File: config.mk
export PLATFORM = sky130hd
export DESIGN_NAME = packed_divider
export DESIGN_NICKNAME = d
export VERILOG_FILES = /design/src/rtl/div_pkg.sv /design/src/rtl/div_operand_prep.sv /design/src/rtl/div_shift_core.sv /design/src/rtl/div_result_pack.sv /design/src/rtl/packed_divider.sv
export SDC_FILE = /design/constraint.sdc
export NUM_CORES = 1
export LEC_CHECK = 0
export BUFFER_PORTS_ARGS = -buffer_cell sky130_fd_sc_hd__buf_2
export CAP_MARGIN = 20
export CORE_ASPECT_RATIO = 2
export CORE_MARGIN = 10
export CORE_UTILIZATION = 35
export CTS_BUF_LIST = sky130_fd_sc_hd__clkbuf_4 sky130_fd_sc_hd__clkbuf_8
export DETAILED_ROUTE_END_ITERATION = 7
export PLACE_DENSITY = 0.54
export SLEW_MARGIN = 20
export SYNTH_ARGS = -nofsm -noshare
export SYNTH_HDL_FRONTEND = slang
export SYNTH_SLANG_ARGS = --single-unit
File: constraint.sdc
create_clock -name clk -period 3 [get_ports clk]
set_input_delay 0.6 -clock clk [delete_from_list [all_inputs] [get_ports clk]]
set_output_delay 0.6 -clock clk [all_outputs]
set_load 0.05 [all_outputs]
File: src/rtl/div_pkg.sv
package div_pkg;

    typedef enum logic [1:0] {
        ST_IDLE,
        ST_RUN,
        ST_WRAP
    } div_state_e;

    typedef struct packed {
        logic wide;
        logic neg_q;
        logic neg_r;
    } div_ctl_t;

endpackage

File: src/rtl/div_operand_prep.sv
module div_operand_prep #(
    parameter int NARROW_W = 8
) (
    input  logic [4*NARROW_W-1:0] dividend,
    input  logic [2*NARROW_W-1:0] divisor,
    input  logic                  wide,
    input  logic                  sgn,
    output logic [4*NARROW_W-1:0] q_init,
    output logic [2*NARROW_W-1:0] dvs_mag,
    output logic                  neg_q,
    output logic                  neg_r,
    output logic                  dvs_zero,
    output logic [4*NARROW_W-1:0] zero_fill
);
    localparam int DVW = 2 * NARROW_W;
    localparam int DDW = 4 * NARROW_W;

    logic [DVW-1:0]      nd_raw;
    logic [NARROW_W-1:0] nv_raw;
    logic                nd_neg, nv_neg, wd_neg, wv_neg;
    logic [DVW-1:0]      nd_mag;
    logic [NARROW_W-1:0] nv_mag;
    logic [DDW-1:0]      wd_mag;
    logic [DVW-1:0]      wv_mag;

    always_comb begin
        nd_raw = dividend[DVW-1:0];
        nv_raw = divisor[NARROW_W-1:0];
        nd_neg = sgn & nd_raw[DVW-1];
        nv_neg = sgn & nv_raw[NARROW_W-1];
        wd_neg = sgn & dividend[DDW-1];
        wv_neg = sgn & divisor[DVW-1];
        nd_mag = nd_neg ? -nd_raw : nd_raw;
        nv_mag = nv_neg ? -nv_raw : nv_raw;
        wd_mag = wd_neg ? -dividend : dividend;
        wv_mag = wv_neg ? -divisor : divisor;

        if (wide) begin
            q_init    = wd_mag;
            dvs_mag   = wv_mag;
            neg_q     = wd_neg ^ wv_neg;
            neg_r     = wd_neg;
            dvs_zero  = (divisor == '0);
            zero_fill = {dividend[DVW-1:0], ~dividend[DDW-1:DVW]};
        end else begin
            q_init    = {nd_mag, {DVW{1'b0}}};
            dvs_mag   = {{NARROW_W{1'b0}}, nv_mag};
            neg_q     = nd_neg ^ nv_neg;
            neg_r     = nd_neg;
            dvs_zero  = (nv_raw == '0);
            zero_fill = {{DVW{1'b0}}, dividend[NARROW_W-1:0], ~dividend[DVW-1:NARROW_W]};
        end
    end
endmodule

File: src/rtl/div_shift_core.sv
module div_shift_core #(
    parameter int NARROW_W = 8
) (
    input  logic                  clk,
    input  logic                  rst_n,
    input  logic                  load,
    input  logic                  step,
    input  logic [4*NARROW_W-1:0] q_init,
    input  logic [2*NARROW_W-1:0] dvs_in,
    output logic [4*NARROW_W-1:0] quo_mag,
    output logic [2*NARROW_W-1:0] rem_mag
);
    localparam int DVW = 2 * NARROW_W;
    localparam int DDW = 4 * NARROW_W;

    logic [DDW-1:0] q_reg;
    logic [DVW-1:0] r_reg;
    logic [DVW-1:0] d_reg;
    logic [DVW:0]   trial;
    logic [DVW:0]   diff;
    logic           fits;

    always_comb begin
        trial = {r_reg, q_reg[DDW-1]};
        diff  = trial - {1'b0, d_reg};
        fits  = (trial >= {1'b0, d_reg});
    end

    always_ff @(posedge clk or negedge rst_n) begin
        if (!rst_n) begin
            q_reg <= '0;
            r_reg <= '0;
            d_reg <= '0;
        end else if (load) begin
            q_reg <= q_init;
            r_reg <= '0;
            d_reg <= dvs_in;
        end else if (step) begin
            q_reg <= {q_reg[DDW-2:0], fits};
            r_reg <= fits ? diff[DVW-1:0] : trial[DVW-1:0];
        end
    end

    assign quo_mag = q_reg;
    assign rem_mag = r_reg;
endmodule

File: src/rtl/div_result_pack.sv
module div_result_pack
    import div_pkg::*;
#(
    parameter int NARROW_W = 8
) (
    input  logic [4*NARROW_W-1:0] quo_mag,
    input  logic [2*NARROW_W-1:0] rem_mag,
    input  div_ctl_t              ctl,
    output logic [4*NARROW_W-1:0] packed_word,
    output logic                  packed_ovf
);
    localparam int DVW = 2 * NARROW_W;
    localparam int DDW = 4 * NARROW_W;

    logic [DDW-1:0] quo_s;
    logic [DVW-1:0] rem_s;
    logic           too_big;

    always_comb begin
        quo_s   = ctl.neg_q ? -quo_mag : quo_mag;
        rem_s   = ctl.neg_r ? -rem_mag : rem_mag;
        too_big = ctl.wide ? (|quo_mag[DDW-1:DVW]) : (|quo_mag[DDW-1:NARROW_W]);
        packed_ovf = too_big & ~ctl.neg_q;
        if (ctl.wide)
            packed_word = {rem_s, quo_s[DVW-1:0]};
        else
            packed_word = {{DVW{1'b0}}, rem_s[NARROW_W-1:0], quo_s[NARROW_W-1:0]};
    end
endmodule

File: src/rtl/packed_divider.sv
module packed_divider
    import div_pkg::*;
#(
    parameter int NARROW_W = 8
) (
    input  logic                  clk,
    input  logic                  rst_n,
    input  logic                  start,
    input  logic                  wide_mode,
    input  logic                  signed_mode,
    input  logic [4*NARROW_W-1:0] dividend,
    input  logic [2*NARROW_W-1:0] divisor,
    output logic                  busy,
    output logic                  done,
    output logic [4*NARROW_W-1:0] result,
    output logic                  ovf
);
    localparam int DVW   = 2 * NARROW_W;
    localparam int DDW   = 4 * NARROW_W;
    localparam int CNT_W = $clog2(DDW + 1);

    div_state_e     state_q, state_d;
    logic [CNT_W-1:0] cnt_q;
    div_ctl_t       ctl_q;

    logic [DDW-1:0] q_init, zero_fill, quo_mag, packed_word;
    logic [DVW-1:0] dvs_mag, rem_mag;
    logic           neg_q, neg_r, dvs_zero, packed_ovf;
    logic           accept, launch, stepping;

    div_operand_prep #(.NARROW_W(NARROW_W)) u_prep (
        .dividend  (dividend),
        .divisor   (divisor),
        .wide      (wide_mode),
        .sgn       (signed_mode),
        .q_init    (q_init),
        .dvs_mag   (dvs_mag),
        .neg_q     (neg_q),
        .neg_r     (neg_r),
        .dvs_zero  (dvs_zero),
        .zero_fill (zero_fill)
    );

    div_shift_core #(.NARROW_W(NARROW_W)) u_core (
        .clk     (clk),
        .rst_n   (rst_n),
        .load    (launch),
        .step    (stepping),
        .q_init  (q_init),
        .dvs_in  (dvs_mag),
        .quo_mag (quo_mag),
        .rem_mag (rem_mag)
    );

    div_result_pack #(.NARROW_W(NARROW_W)) u_pack (
        .quo_mag     (quo_mag),
        .rem_mag     (rem_mag),
        .ctl         (ctl_q),
        .packed_word (packed_word),
        .packed_ovf  (packed_ovf)
    );

    assign accept   = start && (state_q == ST_IDLE);
    assign launch   = accept && !dvs_zero;
    assign stepping = (state_q == ST_RUN);
    assign busy     = (state_q != ST_IDLE);

    always_comb begin
        state_d = state_q;
        unique case (state_q)
            ST_IDLE: if (launch) state_d = ST_RUN;
            ST_RUN:  if (cnt_q == CNT_W'(1)) state_d = ST_WRAP;
            ST_WRAP: state_d = ST_IDLE;
            default: state_d = ST_IDLE;
        endcase
    end

    always_ff @(posedge clk or negedge rst_n) begin
        if (!rst_n) begin
            state_q <= ST_IDLE;
            cnt_q   <= '0;
            ctl_q   <= '0;
        end else begin
            state_q <= state_d;
            if (accept) begin
                cnt_q <= wide_mode ? CNT_W'(DDW) : CNT_W'(DVW);
                ctl_q <= '{wide: wide_mode, neg_q: neg_q, neg_r: neg_r};
            end else if (stepping) begin
                cnt_q <= cnt_q - CNT_W'(1);
            end
        end
    end

    always_ff @(posedge clk or negedge rst_n) begin
        if (!rst_n) begin
            done   <= 1'b0;
            result <= '0;
            ovf    <= 1'b0;
        end else begin
            done <= 1'b0;
            if (accept && dvs_zero) begin
                done   <= 1'b1;
                result <= zero_fill;
                ovf    <= 1'b1;
            end else if (state_q == ST_WRAP) begin
                done   <= 1'b1;
                result <= packed_word;
                ovf    <= packed_ovf;
            end
        end
    end
endmodule

* Word-level counts from Yosys, hierarchy flattened *
Index checks and enable logic that the tools add are counted.
Widths: inputs -> output; s select.

word-level totals
  output and inout bits = 35
  bits of input ports = 53
  register bits after elaboration = 109

operators by class
  add/subtract/negate cells = 8
  reduce and logical (&&, ||, !) cells = 14
  mux-type cells = 31
  bitwise gates (word level) = 10
  magnitude comparators = 1
  equality and inequality tests = 5

operators by type and width
  kind                 number
  $mux 32              8
  $mux 16              8
  $neg 16->16          4
  $neg 32->32          1
  $reduce_or 24->1     1
  $mux 6               3
  $ge 17x16->1         1
  $logic_not 16->1     1
  $not 16->16          1
  $reduce_or 16->1     1
  $sub 16x16->16       1
  $logic_not 8->1      1
  $mux 1               8
  $mux 8               1
  $neg 8->8            1
  $not 8->8            1
  $reduce_bool 2->1    4
  $eq 6x1->1 const B   1
  $sub 6x1->6 const B  1
  $and 1x1->1          5
  $mux 2               2
  $pmux 2 s2           1
  $logic_and 1x1->1    3
  $eq 2x1->1 const B   1
  8 further kinds      9

* Longest topological paths before layout *
  word-level depth = 6
  depth in mapped cells = 10

* By module *
A second synthesis with hierarchy kept.

second synthesis, totals
  cells, all modules = 1066
  area total of the unflattened synthesis = 8785.9 sq um

by module, submodules not included
  module            instances  seq. area each (sq um)  area each (sq um)  cells an instance
  div_shift_core    1          1601.5                  3663.5             396
  div_operand_prep  1          0.0                     2089.5             339
  packed_divider    1          1126.1                  2049.5             186
  div_result_pack   1          0.0                     983.4              145

* Worst setup path after synthesis *
OpenSTA, ideal clock, no wires.

  path type = input-to-reg
  from = in divisor[12]
  to = reg result[8]
  stages = 6
  arrival time = 2.535 ns
  buffers on the path = 1
  required time = 2.874 ns
  slack = 0.339 ns
  cells stage by stage = or4_4 o41a_1 nor3_4 nor2_2 buf_6 a221o_1

between the ends
  word-level cells in the longest chain between the ends = 4
  elaborated cells between the ends (all ways) = 5

RTL lines
  element                                       RTL line                source
  from (decl)                                   packed_divider.sv:12    input logic [2*NARROW_W-1:0] divisor,
  $logic_not 16->1 (*)                          div_operand_prep.sv:43  dvs_zero = (divisor == '0);
  $mux 1 (*)                                    div_operand_prep.sv:38  if (wide) begin
  $logic_and 1x1->1 (*)                         packed_divider.sv:101   if (accept && dvs_zero) begin
  $mux 32 or $reduce_bool 2->1 (tied branches)  n/a
  to (signal assigned)                          packed_divider.sv:103   result <= zero_fill;
  to (signal assigned)                          packed_divider.sv:107   result <= packed_word;
  to (decl)                                     packed_divider.sv:15    output logic [4*NARROW_W-1:0] result,

Mark *: on every way between the ends. The rest lies on a longest branch, timed or not.
A chain may end at the register's enable or synchronous reset.

* Final worst setup path *
  from = reg u_core.r_reg[4] (netlist: u_core.rem_mag[4])
  to = reg u_core.r_reg[11] (netlist: u_core.rem_mag[11])

between the ends
  word-level cells in the longest chain between the ends = 4
  elaborated cells between the ends (all ways) = 5

RTL lines
  element                                         RTL line                                    source
  from (decl)                                     div_shift_core.sv:17                        logic [DVW-1:0] r_reg;
  from (signal assigned)                          div_shift_core.sv:40                        r_reg <= fits ? diff[DVW-1:0] : trial[DVW-1:0];
  $sub 16x16->16 or $ge 17x16->1 (tied branches)  div_shift_core.sv:25, div_shift_core.sv:26
  $mux 16 (*)                                     div_shift_core.sv:40
  $mux 16 (*)                                     div_shift_core.sv:38                        end else if (step) begin
  $mux 16 (*)                                     div_shift_core.sv:34                        end else if (load) begin

Mark *: on every way between the ends. The rest lies on a longest branch, timed or not. The select of a mux whose other input is x is not followed.

==> metrics.txt <==
setup bufs post-CTS=0; CP required=3.35 ns; Worst-Skew Late Latency=0.42 ns; Synth Flop Type=dfrtp_1; 1st-iter DRT viols=584; peak supply drop=378 uV; pin count of the biggest net entering global routing=55; Max Clk Rate=0.359 GHz; CTS tree=yes; Worst path top cell family by delay=simple AND/OR/NAND/NOR gates; count of final max-slew check failures=0; GRT busiest layer=met2; Synth async-reset ratio=100%; Core Util, Final=41.8%; final hold vios=0; unrepaired setup endpoints after global routing=no; worst min path class=in2async; initial antenna violation count=2; Detailed Routing Iterations Pass 1=5; Bufs on Longest Clock Path=2; CTS Buf Count=9; post-synth top area share=34.8%; Leakage=3.95 nW; Mapped Cells=939; post-DP HPWL=26400 um; ratio of total power to cell area=303 nW/um^2; Reg2Reg Setup Slack=0.22 ns; Slowest-stage cell, CP=or4_1; Worst Max-Slew Pin Slew=0.834 ns; Synth Area per Inst=8.35 um^2; worst path arrival time=3.14 ns; Initial Utilization=35.5%; first-pass GRT wire length=49100 um; P&R area growth vs syn=17.7%; placed cells=1315; core area=22100 um^2; register area share after synthesis=34.8%; Worst Path Buf+Inv=0; Final Critical Period=2.78 ns; sinks on the clock net=109; Layout Skew=0.0177 ns; FILL cells=2256; Die Y=232 um; global routing usage on met3=3.54%; overall power=0.00280 W; max_slew headroom=44.4%; critical-path cell list=ha_1, nand4_1, or4_1, nand3_1, a21oi_1, a2111oi_1, a311o_1; slowest stage delay, CP=0.63 ns; layout cell share with drive strength beyond 1=18.6%; Hold Buf Count CTS=0; Unique masters post-synth=71; final setup violation count=0; met1 Use GR=19.8%; critical path class=reg2reg; met2 Use GR=43.3%; die area=29200 um^2; gpl congestion=0.979; reg-to-reg endpoint=u_core.rem_mag[11]; clock slew at reported path FFs=0.11 ns; Rows=77; worst hold slack=0.169 ns; NumNets Final=1126; fin cells=1331; via count=7846; number of synthesized flops with an enable pin=0; max-capacitance violation count=0; port buffer count=87; root buf cell=clkbuf_8; final critical-path share of the clock period=92.8%; routed wire length=33100 um; Syn Nets=1015; status=finished, final reports clean; Total GRT Usage=22.3%; synth top area cells=dfrtp_1 35%, nand2_1 5.4%, xnor2_1 5.2%; CP Capture Type=flip-flop; cts repair resizes=0; # DRC=0; grt ovf=0; Worst Reg-to-Reg Cells=7; Worst R2R Start=u_core.rem_mag[4]; wire length per cell=24.8 um; crit path max fanout=6; startpoint types=flip-flop; vias per cell=5.89; Die W=126 um; Final ANT Viol Nets=0; I/O pin count=88; synth warn=0; post-synthesis register bit count=109; vias in the first global route=7907; H-tree depth=3; largest area contributor in the netlist=dfrtp_1; mapped cell area=7840 um^2
cell usage after synthesis (all sizes together) (5+ instances only):
cell type and instances:
nand2 113, dfrtp 109, o21ai 75, nor2 70
a21oi 51, xnor2 47, xor2 45, clkbuf 44
inv 37, nand3 28, ha 22, o211ai 22
nand4 19, a22oi 18, buf 17, a221o 16
mux2i 15, nor3 15, o31ai 15, a211oi 14
or3 13, o22ai 12, nor4 11, a31oi 10
nand2b 10, or4 9, a21o 6, a32o 6
and3 6, o41ai 6, and2 5, o221ai 5
cell usage in the layout, fill, tap and decap left out, types with 5 or more instances in the layout:
cell / count
xor2_1: 45
a21oi_1: 51
ha_1: 22
a211oi_1: 14
o31ai_1: 15
nor2_1: 68
a22oi_1: 18
o21ai_1: 9
a21o_1: 6
dfrtp_1: 109
or3_1: 12
clkbuf_8: 11
xnor2_1: 47
inv_1: 37
buf_4: 69
a31oi_1: 10
nand2b_1: 10
nand2_1: 112
o211ai_1: 22
buf_2: 86
o22ai_1: 12
o41ai_1: 6
nor4_1: 9
nand3_1: 28
nand4_1: 19
a32o_1: 6
mux2i_1: 15
buf_12: 6
or4_1: 8
and3_1: 6
nor3_1: 13
a221o_1: 16
o21ai_0: 65
o221ai_1: 5
worst max-delay path by stage:
stage | from | end | slack (ns) | depth (start not counted)
finish | u_core.rem_mag[4] | u_core.rem_mag[11] | 0.22 | 7
global placement | divisor[12] | result[21] | -0.02 | 7
floorplan | divisor[12] | result[8] | 0.34 | 6
CTS | u_core.quo_mag[31] | u_core.rem_mag[14] | 0.11 | 10
detailed placement | divisor[12] | result[14] | 0.004 | 8
global route | u_core.quo_mag[31] | u_core.rem_mag[14] | 0.03 | 10
kinds of logic after synthesis:
kind of cell / share of synthesized area (%)
buffers and inverters: 5.01
xor gates and xnor gates: 10.3
DFF: 34.8
adders and majority gates: 3.77
AOI/OAI and AO/OA: 24.8
and+or+nand+nor: 19.3
muxes: 2.06
metrics by stage:
step | setup WS [ns] | TNS [ns] | area [um^2]
3_5_place_dp | 0.00399 | 0 | 9020
2_1_floorplan | 0.339 | 0 | 7840
6_report | 0.217 | 0 | 9230
3_3_place_gp | -0.0186 | -0.0499 | 9010
5_1_grt | 0.0342 | 0 | 9230
4_1_cts | 0.113 | 0 | 9220
per-layer routing:
metal	wire (um)	up-vias
li1	-	3671
met1	10600	3788
met2	18600	285
met3	1340	102
met4	2600	0
met5	0	-
area by class of cell:
type	count	area, um^2	area share, %
Multi-Input combinational cell	732	4750	51.4
Clock inverter	3	46.3	0.502
Antenna cell	2	5.00	0.0542
Inverter	37	139	1.50
Tap cell	276	345	3.74
Clock buffer	11	151	1.64
Sequential cell	109	2730	29.6
Timing Repair Buffer	161	1070	11.6
report_power, final:
| group | switching (W) | internal [W] |
|---|---|---|
| combinational | 0.000237 | 0.000122 |
| clock | 0.000548 | 0.000424 |
| sequential | 0 | 0.00147 |
| total | 0.000785 | 0.00201 |
Note: power is estimated with default switching activity, not from simulation.
